**src/rtl/nodebell_pkg.sv**
```systemverilog
`timescale 1ns/1ps
package nodebell_pkg;
    localparam int unsigned REG_W   = 32;
    localparam int unsigned FIELD_W = 16;

    // Register slot selected by byte-offset bits [3:2]
    typedef enum logic [1:0] {
        SLOT_MASK   = 2'd0,
        SLOT_STATUS = 2'd1,
        SLOT_POSN   = 2'd2,
        SLOT_BELL   = 2'd3
    } slot_e;

    typedef enum logic {
        MODE_PIN = 1'b0,
        MODE_MSG = 1'b1
    } irq_mode_e;

    // Doorbell word: target node in the upper half, vector in the lower half
    typedef struct packed {
        logic [FIELD_W-1:0] dest;
        logic [FIELD_W-1:0] vec;
    } bell_word_t;

    typedef struct packed {
        logic  hit;
        slot_e slot;
    } decode_t;

    function automatic logic vec_in_range(input logic [FIELD_W-1:0] v,
                                          input int unsigned count);
        return (32'(v) < count);
    endfunction
endpackage

```
**src/rtl/nodebell_decode.sv**
```systemverilog
`timescale 1ns/1ps
module nodebell_decode
    import nodebell_pkg::*;
#(
    parameter int unsigned ADDR_W = 6   // must be at least 5
) (
    input  logic [ADDR_W-1:0] addr,
    output decode_t           dec
);
    // Mapped only when word-aligned and inside the 16-byte window
    always_comb begin
        dec.hit  = (addr[1:0] == 2'b00) && (addr[ADDR_W-1:4] == '0);
        dec.slot = slot_e'(addr[3:2]);
    end
endmodule

```
**src/rtl/nodebell_outreq.sv**
```systemverilog
`timescale 1ns/1ps
module nodebell_outreq
    import nodebell_pkg::*;
(
    input  logic             clk,
    input  logic             rst,
    input  logic             bell_wr,
    input  logic [REG_W-1:0] wdata,
    output logic             req_valid,
    output bell_word_t       req
);
    always_ff @(posedge clk) begin
        if (rst) begin
            req_valid <= 1'b0;
            req       <= '0;
        end else begin
            req_valid <= bell_wr;
            if (bell_wr) req <= bell_word_t'(wdata);
        end
    end

    AST_REQ_NEEDS_WRITE: assert property (@(posedge clk) disable iff (rst)
        !bell_wr |=> !req_valid);
    AST_REQ_FIELDS: assert property (@(posedge clk) disable iff (rst)
        bell_wr |=> (req_valid && req == bell_word_t'($past(wdata))));
endmodule

```
**src/rtl/nodebell_irq.sv**
```systemverilog
`timescale 1ns/1ps
module nodebell_irq
    import nodebell_pkg::*;
#(
    parameter int unsigned VEC_COUNT = 4
) (
    input  logic                 clk,
    input  logic                 rst,
    input  logic                 cfg_msg_mode,
    input  logic                 evt_valid,
    input  logic [FIELD_W-1:0]   evt_vec,
    input  logic                 mask_bit0,
    input  logic                 status_rd,
    output logic                 status,
    output logic                 irq_level,
    output logic [VEC_COUNT-1:0] vec_pulse,
    output logic                 vec_err
);
    irq_mode_e            mode_q;
    logic                 status_q;
    logic [VEC_COUNT-1:0] pulse_q;
    logic                 err_q;
    logic [VEC_COUNT-1:0] vec_hot;
    logic                 vec_ok;

    for (genvar g = 0; g < VEC_COUNT; g++) begin : g_vec
        assign vec_hot[g] = (evt_vec == FIELD_W'(g));
    end

    assign vec_ok = vec_in_range(evt_vec, VEC_COUNT);

    always_ff @(posedge clk) begin
        if (rst) begin
            mode_q   <= irq_mode_e'(cfg_msg_mode);
            status_q <= 1'b0;
            pulse_q  <= '0;
            err_q    <= 1'b0;
        end else begin
            pulse_q <= '0;
            if (mode_q == MODE_PIN) begin
                // Arrival wins over the read-to-clear
                if (evt_valid)      status_q <= 1'b1;
                else if (status_rd) status_q <= 1'b0;
            end else if (evt_valid) begin
                if (vec_ok) pulse_q <= vec_hot;
                else        err_q   <= 1'b1;
            end
        end
    end

    assign status    = status_q;
    assign irq_level = (mode_q == MODE_PIN) && mask_bit0 && status_q;
    assign vec_pulse = pulse_q;
    assign vec_err   = err_q;

    AST_MODE_FROZEN: assert property (@(posedge clk) disable iff (rst)
        !rst |=> $stable(mode_q));
    AST_PIN_EVT_SETS: assert property (@(posedge clk) disable iff (rst)
        (mode_q == MODE_PIN && evt_valid) |=> status_q);
    AST_MSG_NO_STATUS: assert property (@(posedge clk) disable iff (rst)
        (mode_q == MODE_MSG) |-> !status_q);
    AST_IRQ_PIN_ONLY: assert property (@(posedge clk) disable iff (rst)
        irq_level |-> (mode_q == MODE_PIN));
    AST_PULSE_ONEHOT: assert property (@(posedge clk) disable iff (rst)
        $onehot0(pulse_q));
    AST_NO_EVT_NO_PULSE: assert property (@(posedge clk) disable iff (rst)
        !evt_valid |=> (pulse_q == '0));
    AST_ERR_STICKY: assert property (@(posedge clk) disable iff (rst)
        err_q |=> err_q);
endmodule

```
**src/rtl/nodebell_regs.sv**
```systemverilog
`timescale 1ns/1ps
module nodebell_regs
    import nodebell_pkg::*;
#(
    parameter int unsigned ADDR_W    = 6,
    parameter int unsigned NODE_W    = 16,
    parameter int unsigned VEC_COUNT = 4
) (
    input  logic                 clk,
    input  logic                 rst,
    input  logic                 cfg_msg_mode,
    input  logic                 node_ready,
    input  logic [NODE_W-1:0]    node_id,
    input  logic                 reg_wr_en,
    input  logic                 reg_rd_en,
    input  logic [ADDR_W-1:0]    reg_addr,
    input  logic [31:0]          reg_wdata,
    output logic [31:0]          reg_rdata,
    output logic                 bell_req_valid,
    output logic [15:0]          bell_req_dest,
    output logic [15:0]          bell_req_vec,
    input  logic                 evt_valid,
    input  logic [15:0]          evt_vec,
    output logic                 irq_level,
    output logic [VEC_COUNT-1:0] vec_pulse,
    output logic                 vec_err
);
    decode_t          dec;
    logic [REG_W-1:0] mask_q;
    logic [REG_W-1:0] rdata_q;
    logic [REG_W-1:0] rd_mux;
    logic             status;
    logic             status_rd;
    logic             bell_wr;
    bell_word_t       req;

    nodebell_decode #(.ADDR_W(ADDR_W)) u_decode (
        .addr (reg_addr),
        .dec  (dec)
    );

    assign status_rd = reg_rd_en && dec.hit && (dec.slot == SLOT_STATUS);
    assign bell_wr   = reg_wr_en && dec.hit && (dec.slot == SLOT_BELL);

    always_ff @(posedge clk) begin
        if (rst) mask_q <= '0;
        else if (reg_wr_en && dec.hit && dec.slot == SLOT_MASK) mask_q <= reg_wdata;
    end

    always_comb begin
        rd_mux = '0;
        if (dec.hit) begin
            unique case (dec.slot)
                SLOT_MASK:   rd_mux = mask_q;
                SLOT_STATUS: rd_mux = REG_W'(status);
                SLOT_POSN:   rd_mux = node_ready ? REG_W'(node_id) : '1;
                SLOT_BELL:   rd_mux = '0;
            endcase
        end
    end

    always_ff @(posedge clk) begin
        if (rst)            rdata_q <= '0;
        else if (reg_rd_en) rdata_q <= rd_mux;
        else                rdata_q <= '0;
    end
    assign reg_rdata = rdata_q;

    nodebell_irq #(.VEC_COUNT(VEC_COUNT)) u_irq (
        .clk          (clk),
        .rst          (rst),
        .cfg_msg_mode (cfg_msg_mode),
        .evt_valid    (evt_valid),
        .evt_vec      (evt_vec),
        .mask_bit0    (mask_q[0]),
        .status_rd    (status_rd),
        .status       (status),
        .irq_level    (irq_level),
        .vec_pulse    (vec_pulse),
        .vec_err      (vec_err)
    );

    nodebell_outreq u_outreq (
        .clk       (clk),
        .rst       (rst),
        .bell_wr   (bell_wr),
        .wdata     (reg_wdata),
        .req_valid (bell_req_valid),
        .req       (req)
    );

    assign bell_req_dest = req.dest;
    assign bell_req_vec  = req.vec;

    AST_RDATA_IDLE_ZERO: assert property (@(posedge clk) disable iff (rst)
        !reg_rd_en |=> (reg_rdata == '0));
    AST_IRQ_NEEDS_MASK: assert property (@(posedge clk) disable iff (rst)
        irq_level |-> mask_q[0]);
    AST_POSN_NOT_READY: assert property (@(posedge clk) disable iff (rst)
        (reg_rd_en && dec.hit && dec.slot == SLOT_POSN && !node_ready)
        |=> (reg_rdata == '1));
endmodule

```
**config.mk**
```make
export PLATFORM = sky130hd
export DESIGN_NAME = nodebell_regs
export DESIGN_NICKNAME = d
export VERILOG_FILES = /design/src/rtl/nodebell_pkg.sv /design/src/rtl/nodebell_decode.sv /design/src/rtl/nodebell_outreq.sv /design/src/rtl/nodebell_irq.sv /design/src/rtl/nodebell_regs.sv
export SDC_FILE = /design/constraint.sdc
export NUM_CORES = 1
export LEC_CHECK = 0
export ABC_AREA = 1
export BUFFER_PORTS_ARGS = -buffer_cell sky130_fd_sc_hd__buf_2
export CAP_MARGIN = 30
export CORE_AREA = 2 2 84 118
export CTS_CLUSTER_DIAMETER = 30
export DETAILED_ROUTE_END_ITERATION = 10
export DIE_AREA = 0 0 86 120
export HOLD_SLACK_MARGIN = 0.12
export PLACE_DENSITY = 0.74
export SYNTH_ARGS = -nofsm -noshare
export SYNTH_HDL_FRONTEND = slang
export SYNTH_SLANG_ARGS = --single-unit
```
**constraint.sdc**
```tcl
create_clock -name clk -period 1.1 [get_ports clk]
set_input_delay 0.055 -clock clk [delete_from_list [all_inputs] [get_ports clk]]
set_output_delay 0.055 -clock clk [all_outputs]
set_load 0.02 [all_outputs]
```
Word-level counts from Yosys, hierarchy flattened
Cells that the tools add are included.
{"block": "word_totals", "elab_cells": 42, "output_inout_bits": 71, "input_bits": 77, "regBits": 104}
{"block": "op_classes", "n_reduce_logical": 17, "n_lt_le_gt_ge": 1, "muxes": 4, "n_eq_ne": 6, "bitwise": 5}
{"cell": "32-bit case mux with 4 select lines", "count": 1}
{"cell": "16-bit by 2-bit == test with 1-bit output, second input constant", "count": 2}
{"cell": "32-bit two-way mux", "count": 1}
{"cell": "16-bit by 1-bit == test with 1-bit output, second input constant", "count": 1}
{"cell": "16-bit logical NOT", "count": 1}
{"cell": "16-bit by 3-bit < comparator with 1-bit output, second input constant", "count": 1}
{"cell": "1-bit logical AND", "count": 8}
{"cell": "2-bit logical NOT", "count": 3}
{"cell": "1-bit inverter", "count": 5}
{"cell": "2-bit == test, second input constant", "count": 2}
{"cell": "4-bit OR reduction", "count": 1}
{"cell": "3-bit AND reduction", "count": 1}
{"cell": "3-bit OR reduction", "count": 1}
{"cell": "2-bit by 1-bit == test with 1-bit output, second input constant", "count": 1}
{"cell": "1-bit two-way mux", "count": 2}
{"cell": "2-bit AND reduction", "count": 1}
{"cell": "2-bit nonzero test", "count": 1}

Longest topological paths before layout
Gate-level depths: netlist of run 1.
{"block": "depth", "word_depth": 6, "depth_mapped": 7, "ltp_nobuf": 6}

By module
A second synthesis of run 1 with hierarchy kept.
{"block": "unflattened", "cells_unflattened": 570, "hier_area_um2": 4207.8}
{"module": "nodebell_regs", "area_per_inst_um2": 2516.2, "instances": 1, "cells_per_inst": 313, "seq_area_each_um2": 1281.2}
{"module": "nodebell_outreq", "area_per_inst_um2": 1352.5, "instances": 1, "cells_per_inst": 206, "seq_area_each_um2": 660.6}
{"module": "nodebell_irq", "area_per_inst_um2": 297.8, "instances": 1, "cells_per_inst": 42, "seq_area_each_um2": 150.1}
{"module": "nodebell_decode", "area_per_inst_um2": 41.3, "instances": 1, "cells_per_inst": 9, "seq_area_each_um2": 0.0}

Worst setup path before layout of run 1
No wires, ideal clock.
{"block": "synth_timing", "path_type": "input-to-reg", "from": "input reg_addr[1]", "to": "register u_outreq.req[10] (netlist name)", "arrival_time_ns": 0.887, "required_time_ns": 0.987, "setup_slack_ns": 0.100, "path_buffers": 1, "setup_time_ns": 0.113, "stages": 7, "cell_sequence": "nor2_2 > nand3_2 > nor2_8 > buf_6 > nand2_1 > nand2_1 > nor2_1"}
{"block": "synth_via", "elab_chain_cells": 4}
{"item": "start: declaration", "line": "nodebell_regs.sv:16", "rtl": "input logic [ADDR_W-1:0] reg_addr,"}
{"item": "2-bit logical NOT", "line": "nodebell_decode.sv:12", "rtl": "dec.hit = (addr[1:0] == 2'b00) && (addr[ADDR_W-1:4] == '0);"}
{"item": "1-bit logical AND", "line": "nodebell_decode.sv:12"}
{"item": "1-bit logical AND (2 in series)", "line": "nodebell_regs.sv:43", "rtl": "assign bell_wr = reg_wr_en && dec.hit && (dec.slot == SLOT_BELL);"}
Every way passes these cells.
A chain may end at the register's enable or synchronous reset.

Worst setup path in the final report of run 1
{"block": "layout_timing", "from": "register u_irq.mode_q", "to": "output irq_level"}
{"block": "layout_via", "elab_chain_cells": 3}
{"item": "start: declaration", "line": "nodebell_irq.sv:19", "rtl": "irq_mode_e mode_q;"}
{"item": "start signal: assignment", "line": "nodebell_irq.sv:34", "rtl": "mode_q <= irq_mode_e'(cfg_msg_mode);"}
{"item": "1-bit inverter"}
{"item": "1-bit logical AND (2 in series)", "line": "nodebell_irq.sv:52", "rtl": "assign irq_level = (mode_q == MODE_PIN) && mask_bit0 && status_q;"}
{"item": "end: declaration", "line": "nodebell_regs.sv:24", "rtl": "output logic irq_level,"}
Every way passes these cells.

==> flow_metrics.tcl, run 1 <==
set metrics [dict create \
    synth-seq-cells 104 \
    cp-start-kind "register" \
    hold_start "evt_vec[15]" \
    area_growth_pct 43.2 \
    syn_area_per_cell_sq_um 7.24 \
    power.density_nw_per_um2 1300 \
    cp-end-kind "output port" \
    first_pass_iters 6 \
    multi_input_area_sq_um 1560 \
    critPathMaxFanout 2 \
    root_buffer "clkbuf_16" \
    drt_iter0_drc 237 \
    setup_viol_count_final 0 \
    reg2reg_to "u_irq.vec_pulse[3]$_SDFF_PP0_" \
    ys_types 22 \
    max-slew-margin-rel_pct 77.6 \
    antenna_left 0 \
    rsz0062_at_grt "true" \
    num_vias 4143 \
    cts_num_sinks 104 \
    total_power_mw 7.43 \
    synth_area_sq_um 4000 \
    gp_congestion 0.800 \
    grt_remaining_overflow 0 \
    final_cell_mix "nand2_1 (174), buf_2 (146), nor2_1 (141), dfxtp_1 (101), dlygate4sd3_1 (60)" \
    start_util_pct 43.0 \
    ys_seq_area_share_pct 52.3 \
    grt_pass1_vias 3961 \
    clk_latency_ns 0.34 \
    critPathKind "reg -> out" \
    fp.coreArea_sq_um 9300 \
    num_rows 42 \
    dp_hpwl_um 6970 \
    vdd_drop_max_v 0.000808 \
    synthTopCellsByArea "dfxtp_1 (52%), nand2_1 (16%), nor2_1 (13%)" \
    max-cap-violations 0 \
    syn-num-nets 630 \
    timing.rr.start "u_irq.mode_q$_DFFE_PP_" \
    die_area_sq_um 10300 \
    gr-usage-all-layers_pct 21.8 \
    numCtsBuffers 9 \
    ios 148 \
    yosys_warnings 0 \
    swShare_pct 23.5 \
    hold_depth 6 \
    h-tree-depth 3 \
    status "completed" \
    p_switching_mw 1.74 \
    wl_per_cell_um 12.9 \
    numPortBuffers 147 \
    p_int_mw 5.68 \
    cts_tree "yes" \
    dieHeight_um 120 \
    hold_violations 0 \
    fin_crit_sh_pct 98.5 \
    grt_max_degree 66 \
    yosysTopAreaCellShare_pct 51.5 \
    nNetsFinal 833 \
    seq_power_share_pct 51.4 \
    tightest_slew_ns 0.335 \
    p_comb_share_pct 9.2 \
    p_leak_nw 2.76 \
    clk_pin_slew_ns 0.07 \
    required_ns 1.04 \
    final_max_slew_viol_count 0 \
    synth_cells 553 \
    holdPathEnd "u_irq.vec_pulse[2]$_SDFF_PP0_" \
    cts_buffer_depth 2 \
    antenna_found_initial 1 \
    p_clk_share_pct 39.4 \
    r2r_slack_ns 0.09 \
    final_common_cell "nand2_1" \
    dieWidth_um 86 \
    fillers 779 \
    reg2reg_depth 5 \
    drive_above_1_share_pct 25.0 \
    vias_per_cell 4.75 \
    synth_top_cell_by_area "dfxtp_1" \
    fin_crit_ns 1.08 \
    pre_cts_ws_ns -0.139 \
    clock_skew_ns 0.00701 \
    hold_class "in -> reg" \
    fin_ws_ns 0.0167 \
    grt_pass1_wl_um 17800 \
    finalWirelength_um 11200 \
    route.detailed.drc 0 \
    critical_path_arrival_ns 1.03 \
    seq_area_sq_um 2090 \
    fmax_mhz 923 \
]
-- cell usage after synthesis --
library cell  instances
o21ai_0              15
nor3_1                1
nor2_2                4
a31oi_1               1
nor2_8                2
or2_2                 1
nand2_1             174
dfxtp_1             103
o21ai_1               1
o21bai_1              1
nand3_2               1
inv_1                38
clkbuf_1              6
buf_1                 6
nor2_1              142
buf_6                12
nand3_1               4
buf_2                 4
edfxtp_1              1
inv_2                 2
nand4_1               2
a21oi_1              32
-- power groups by stage --
| stage | logic, mW | clock network (mW) | registers (mW) |
|---|---|---|---|
| 2_1_floorplan | 0.242 | 0 | 3.92 |
| 3_3_place_gp | 0.483 | 0 | 3.90 |
| 3_5_place_dp | 0.491 | 0 | 3.90 |
| 4_1_cts | 0.658 | 2.98 | 3.81 |
| 5_1_grt | 0.753 | 3.14 | 3.82 |
| 6_report | 0.684 | 2.93 | 3.82 |
-- layout make-up --
cell class	count	area share (%)
clock inverters	7	0.830
inverters	40	2.62
well taps	110	2.40
diodes	1	0.0437
flip-flops and latches	104	36.6
multi-input cells	381	27.2
clock buffers	9	3.93
repair buffers	220	26.4
-- worst max-delay path by stage --
stage / start / to / slack [ns] / cells past startpoint
final: u_irq.mode_q$_DFFE_PP_ / irq_level / 0.02 / 2
after global routing: u_irq.mode_q$_DFFE_PP_ / irq_level / -0.03 / 2
after CTS: u_irq.mode_q$_DFFE_PP_ / irq_level / 0.009 / 2
after detailed placement: reg_addr[0] / u_outreq.req[4]$_SDFFE_PP0P_ / -0.14 / 8
after global placement: reg_addr[0] / u_outreq.req[12]$_SDFFE_PP0P_ / -0.09 / 8
after floorplan: reg_addr[1] / u_outreq.req[10]$_SDFFE_PP0P_ / 0.10 / 7
-- registers in the layout (all words and copies together), names as in the netlist --
register / count
u_outreq.req_valid: 1
u_irq.vec_err: 1
u_irq.mode_q: 1
u_irq.status: 1
u_irq.vec_pulse: 4
u_outreq.req: 32
reg_rdata: 32
mask_q: 32
-- timing repair --
item,CTS,global route
pin swaps,1,1
hold buffers,60,0
endpoints found under the setup margin,1,6
endpoints found under the hold margin,89,0
buffers inserted,0,1
resized for setup,3,1
-- routing by layer --
| layer | routed length, um | track usage, % | up-vias |
|---|---|---|---|
| met5 | 0 | 0 | - |
| met4 | 430 | 11.6 | 0 |
| met3 | 695 | 5.16 | 35 |
| met2 | 5440 | 36.5 | 180 |
| met1 | 4680 | 25.4 | 1853 |
| li1 | - | - | 2075 |
-- critical path: stages (launching register included) --
cell and delay, ns:
edfxtp_1 0.40, nor2_1 0.14, buf_4 0.15
-- stage by stage --
stage	cell area, sq um	setup TNS (ns)	std cells	utilization (%)	hold WS (ns)
final	5730	0	872	61.6	0.115
after global routing	5730	-0.0365	872	61.6	0.142
after CTS	5720	0	870	61.5	0.110
after detailed placement	4840	-6.46	794	52.0	0.234
after global placement	4840	-4.06	794	52.0	0.247
after floorplan	4000	0	553	-	0.124
-- cells by family after synthesis --
group,count (synthesis),share of synthesized area (%)
DFF,104,52.3
AOI/OAI and AO/OA,50,6.35
buffers and inverters,68,8.76
and+or+nand+nor,331,32.6
Power figures use the tool's default switching activity.
==> run 2: changes to the inputs <==
- BUFFER_PORTS_ARGS: -buffer_cell sky130_fd_sc_hd__buf_2 -> not set
- CORE_AREA: 2 2 84 118 -> 2 2 83 117
- DIE_AREA: 0 0 86 120 -> 0 0 85 119
- DONT_BUFFER_PORTS: not set -> 1
- PLACE_DENSITY: 0.74 -> not set
==> run 2 against run 1 <==
Against the previous run: wire length down 12%; worst setup slack better by 0.045 ns; highest routed layer unchanged; total power up 0.62%; sequential power about the same; design area down 9.3%; register-to-register slack better by 0.02 ns; clock power up 5%.
==> flow_metrics.tcl, run 2 (synthesis gave the netlist of run 1 again) <==
set metrics [dict create \
    status "completed" \
    seq_area_sq_um 2090 \
    grt_remaining_overflow 0 \
    p_comb_share_pct 7.3 \
    vdd_drop_max_v 0.00118 \
    cpLargestDelayFamily "flip-flops" \
    numCtsBuffers 9 \
    critPathKind "reg -> out" \
    ios 148 \
    num_vias 3542 \
    seq_power_share_pct 51.3 \
    wl_per_cell_um 13.3 \
    antenna_found_initial 0 \
    finalWirelength_um 9870 \
    dp_hpwl_um 6340 \
    reg2reg_to "u_irq.vec_pulse[3]$_SDFF_PP0_" \
    worst-path-buf-inv 0 \
    critPathMaxStageDelay_ns 0.45 \
    fin_crit_ns 1.04 \
    hold_class "in -> reg" \
    grt_pass1_wl_um 16100 \
    hold_violations 0 \
    final_common_cell "nand2_1" \
    root_buffer "clkbuf_16" \
    cts_tree "yes" \
    fmax_mhz 963 \
    antenna_left 0 \
    cp-end-kind "output port" \
    start_util_pct 43.5 \
    reg2reg_depth 4 \
    drt_iter0_drc 158 \
    drive_above_1_share_pct 7.41 \
    endpoint "irq_level" \
    fillers 840 \
    required_ns 1.04 \
    cts_num_sinks 104 \
    gr-usage-all-layers_pct 19.9 \
    h-tree-depth 3 \
    critPathMaxFanout 3 \
    final_max_slew_viol_count 0 \
    grt_max_degree 66 \
    clock_skew_ns 0.00710 \
    grt_pass1_vias 3378 \
    startpoint "u_irq.mode_q$_DFFE_PP_" \
    critical_path_arrival_ns 0.98 \
    p_int_mw 5.83 \
    numPortBuffers 0 \
    max-slew-margin-rel_pct 79.8 \
    die_area_sq_um 10100 \
    rsz0062_at_grt "false" \
    fin_crit_sh_pct 94.4 \
    slowest_stage "edfxtp_1" \
    path_cells "nor2_4" \
    clk_pin_slew_ns 0.06 \
    first_pass_iters 4 \
    fp.coreArea_sq_um 9200 \
    final_cell_mix "nand2_1 (173), nor2_1 (139), dfxtp_1 (103), dlygate4sd3_1 (74), inv_1 (37)" \
    gp_congestion 0.823 \
    tightest_slew_ns 0.303 \
    dieHeight_um 119 \
    p_clk_share_pct 41.4 \
    nNetsFinal 706 \
    max-cap-violations 0 \
    tns_ns 0 \
    setup_viol_count_final 0 \
    vias_per_cell 4.76 \
    p_leak_nw 2.17 \
    area_growth_pct 29.9 \
    swShare_pct 22.0 \
    num_antenna_cells 0 \
    r2r_slack_ns 0.11 \
    timing.rr.start "u_irq.mode_q$_DFFE_PP_" \
    num_rows 42 \
    power.density_nw_per_um2 1440 \
    multi_input_area_sq_um 1570 \
    cts_buffer_depth 2 \
    dieWidth_um 85 \
    final_core_util_pct 56.5 \
    route.detailed.drc 0 \
    crit_cells 1 \
    cp-start-kind "register" \
    p_switching_mw 1.64 \
    clk_latency_ns 0.35 \
]
-- run 2: repair_timing --
| action | in CTS | in global routing |
|---|---|---|
| hold endpoints to repair | 89 | 0 |
| buffers inserted | 0 | 0 |
| hold buffers | 74 | 0 |
| resized for setup | 1 | 5 |
| setup endpoints to repair | 1 | 38 |
-- run 2: worst min-delay path by stage --
| stage | slack, ns | startpoint | depth (start not counted) | end |
|---|---|---|---|---|
| 2_1_floorplan | 0.12 | rst | 1 | u_irq.status$_SDFFE_PP0P_ |
| 3_3_place_gp | 0.13 | evt_vec[1] | 1 | u_irq.vec_pulse[1]$_SDFF_PP0_ |
| 3_5_place_dp | 0.13 | rst | 1 | u_irq.status$_SDFFE_PP0P_ |
| 4_1_cts | 0.14 | reg_addr[3] | 4 | reg_rdata[12]$_SDFF_PP0_ |
| 5_1_grt | 0.13 | reg_addr[2] | 3 | reg_rdata[25]$_SDFF_PP0_ |
| 6_report | 0.11 | reg_addr[2] | 3 | reg_rdata[30]$_SDFF_PP0_ |
-- run 2: worst reg2reg max path, cell delays in order, from the launching register on --
cell and delay [ns]:
edfxtp_1 0.42, nand2_1 0.09, nor2_2 0.16, nand4_1 0.15
nor2_1 0.11
-- run 2: cell type report --
type	instances	share of cell area (%)
Multi-Input combinational cell	381	30.3
Clock inverter	4	0.867
Clock buffer	12	4.55
Sequential cell	104	40.3
Inverter	40	2.89
Tap cell	110	2.65
Timing Repair Buffer	93	18.5
-- run 2: per-layer routing --
| layer | up-vias | global-route usage, % | part of all wire (%) | wire [um] |
|---|---|---|---|---|
| li1 | 1815 | - | - | - |
| met1 | 1556 | 26.1 | 45 | 4390 |
| met2 | 144 | 29.2 | 45 | 4420 |
| met3 | 27 | 6.17 | 6.9 | 677 |
| met4 | 0 | 10.5 | 3.8 | 376 |
| met5 | - | 0 | 0 | 0 |
-- run 2: metrics by stage --
stage | hold slack [ns] | power, mW | std cells | instance area, sq um | setup slack, ns
6_report | 0.110 | 7.47 | 744 | 5200 | 0.0619
5_1_grt | 0.130 | 7.80 | 744 | 5200 | 0.00364
4_1_cts | 0.138 | 7.54 | 744 | 5180 | 0.00846
3_5_place_dp | 0.131 | 4.24 | 654 | 4160 | 0.00240
3_3_place_gp | 0.129 | 4.23 | 654 | 4160 | 0.0192
2_1_floorplan | 0.124 | 4.16 | 553 | 4000 | 0.100
-- run 2: power by group through the flow --
| stage | logic [mW] | clock network (mW) | registers, mW |
|---|---|---|---|
| final | 0.543 | 3.09 | 3.83 |
| after global routing | 0.603 | 3.36 | 3.83 |
| after CTS | 0.533 | 3.18 | 3.83 |
| after detailed placement | 0.319 | 0 | 3.92 |
| after global placement | 0.314 | 0 | 3.92 |
| after floorplan | 0.242 | 0 | 3.92 |
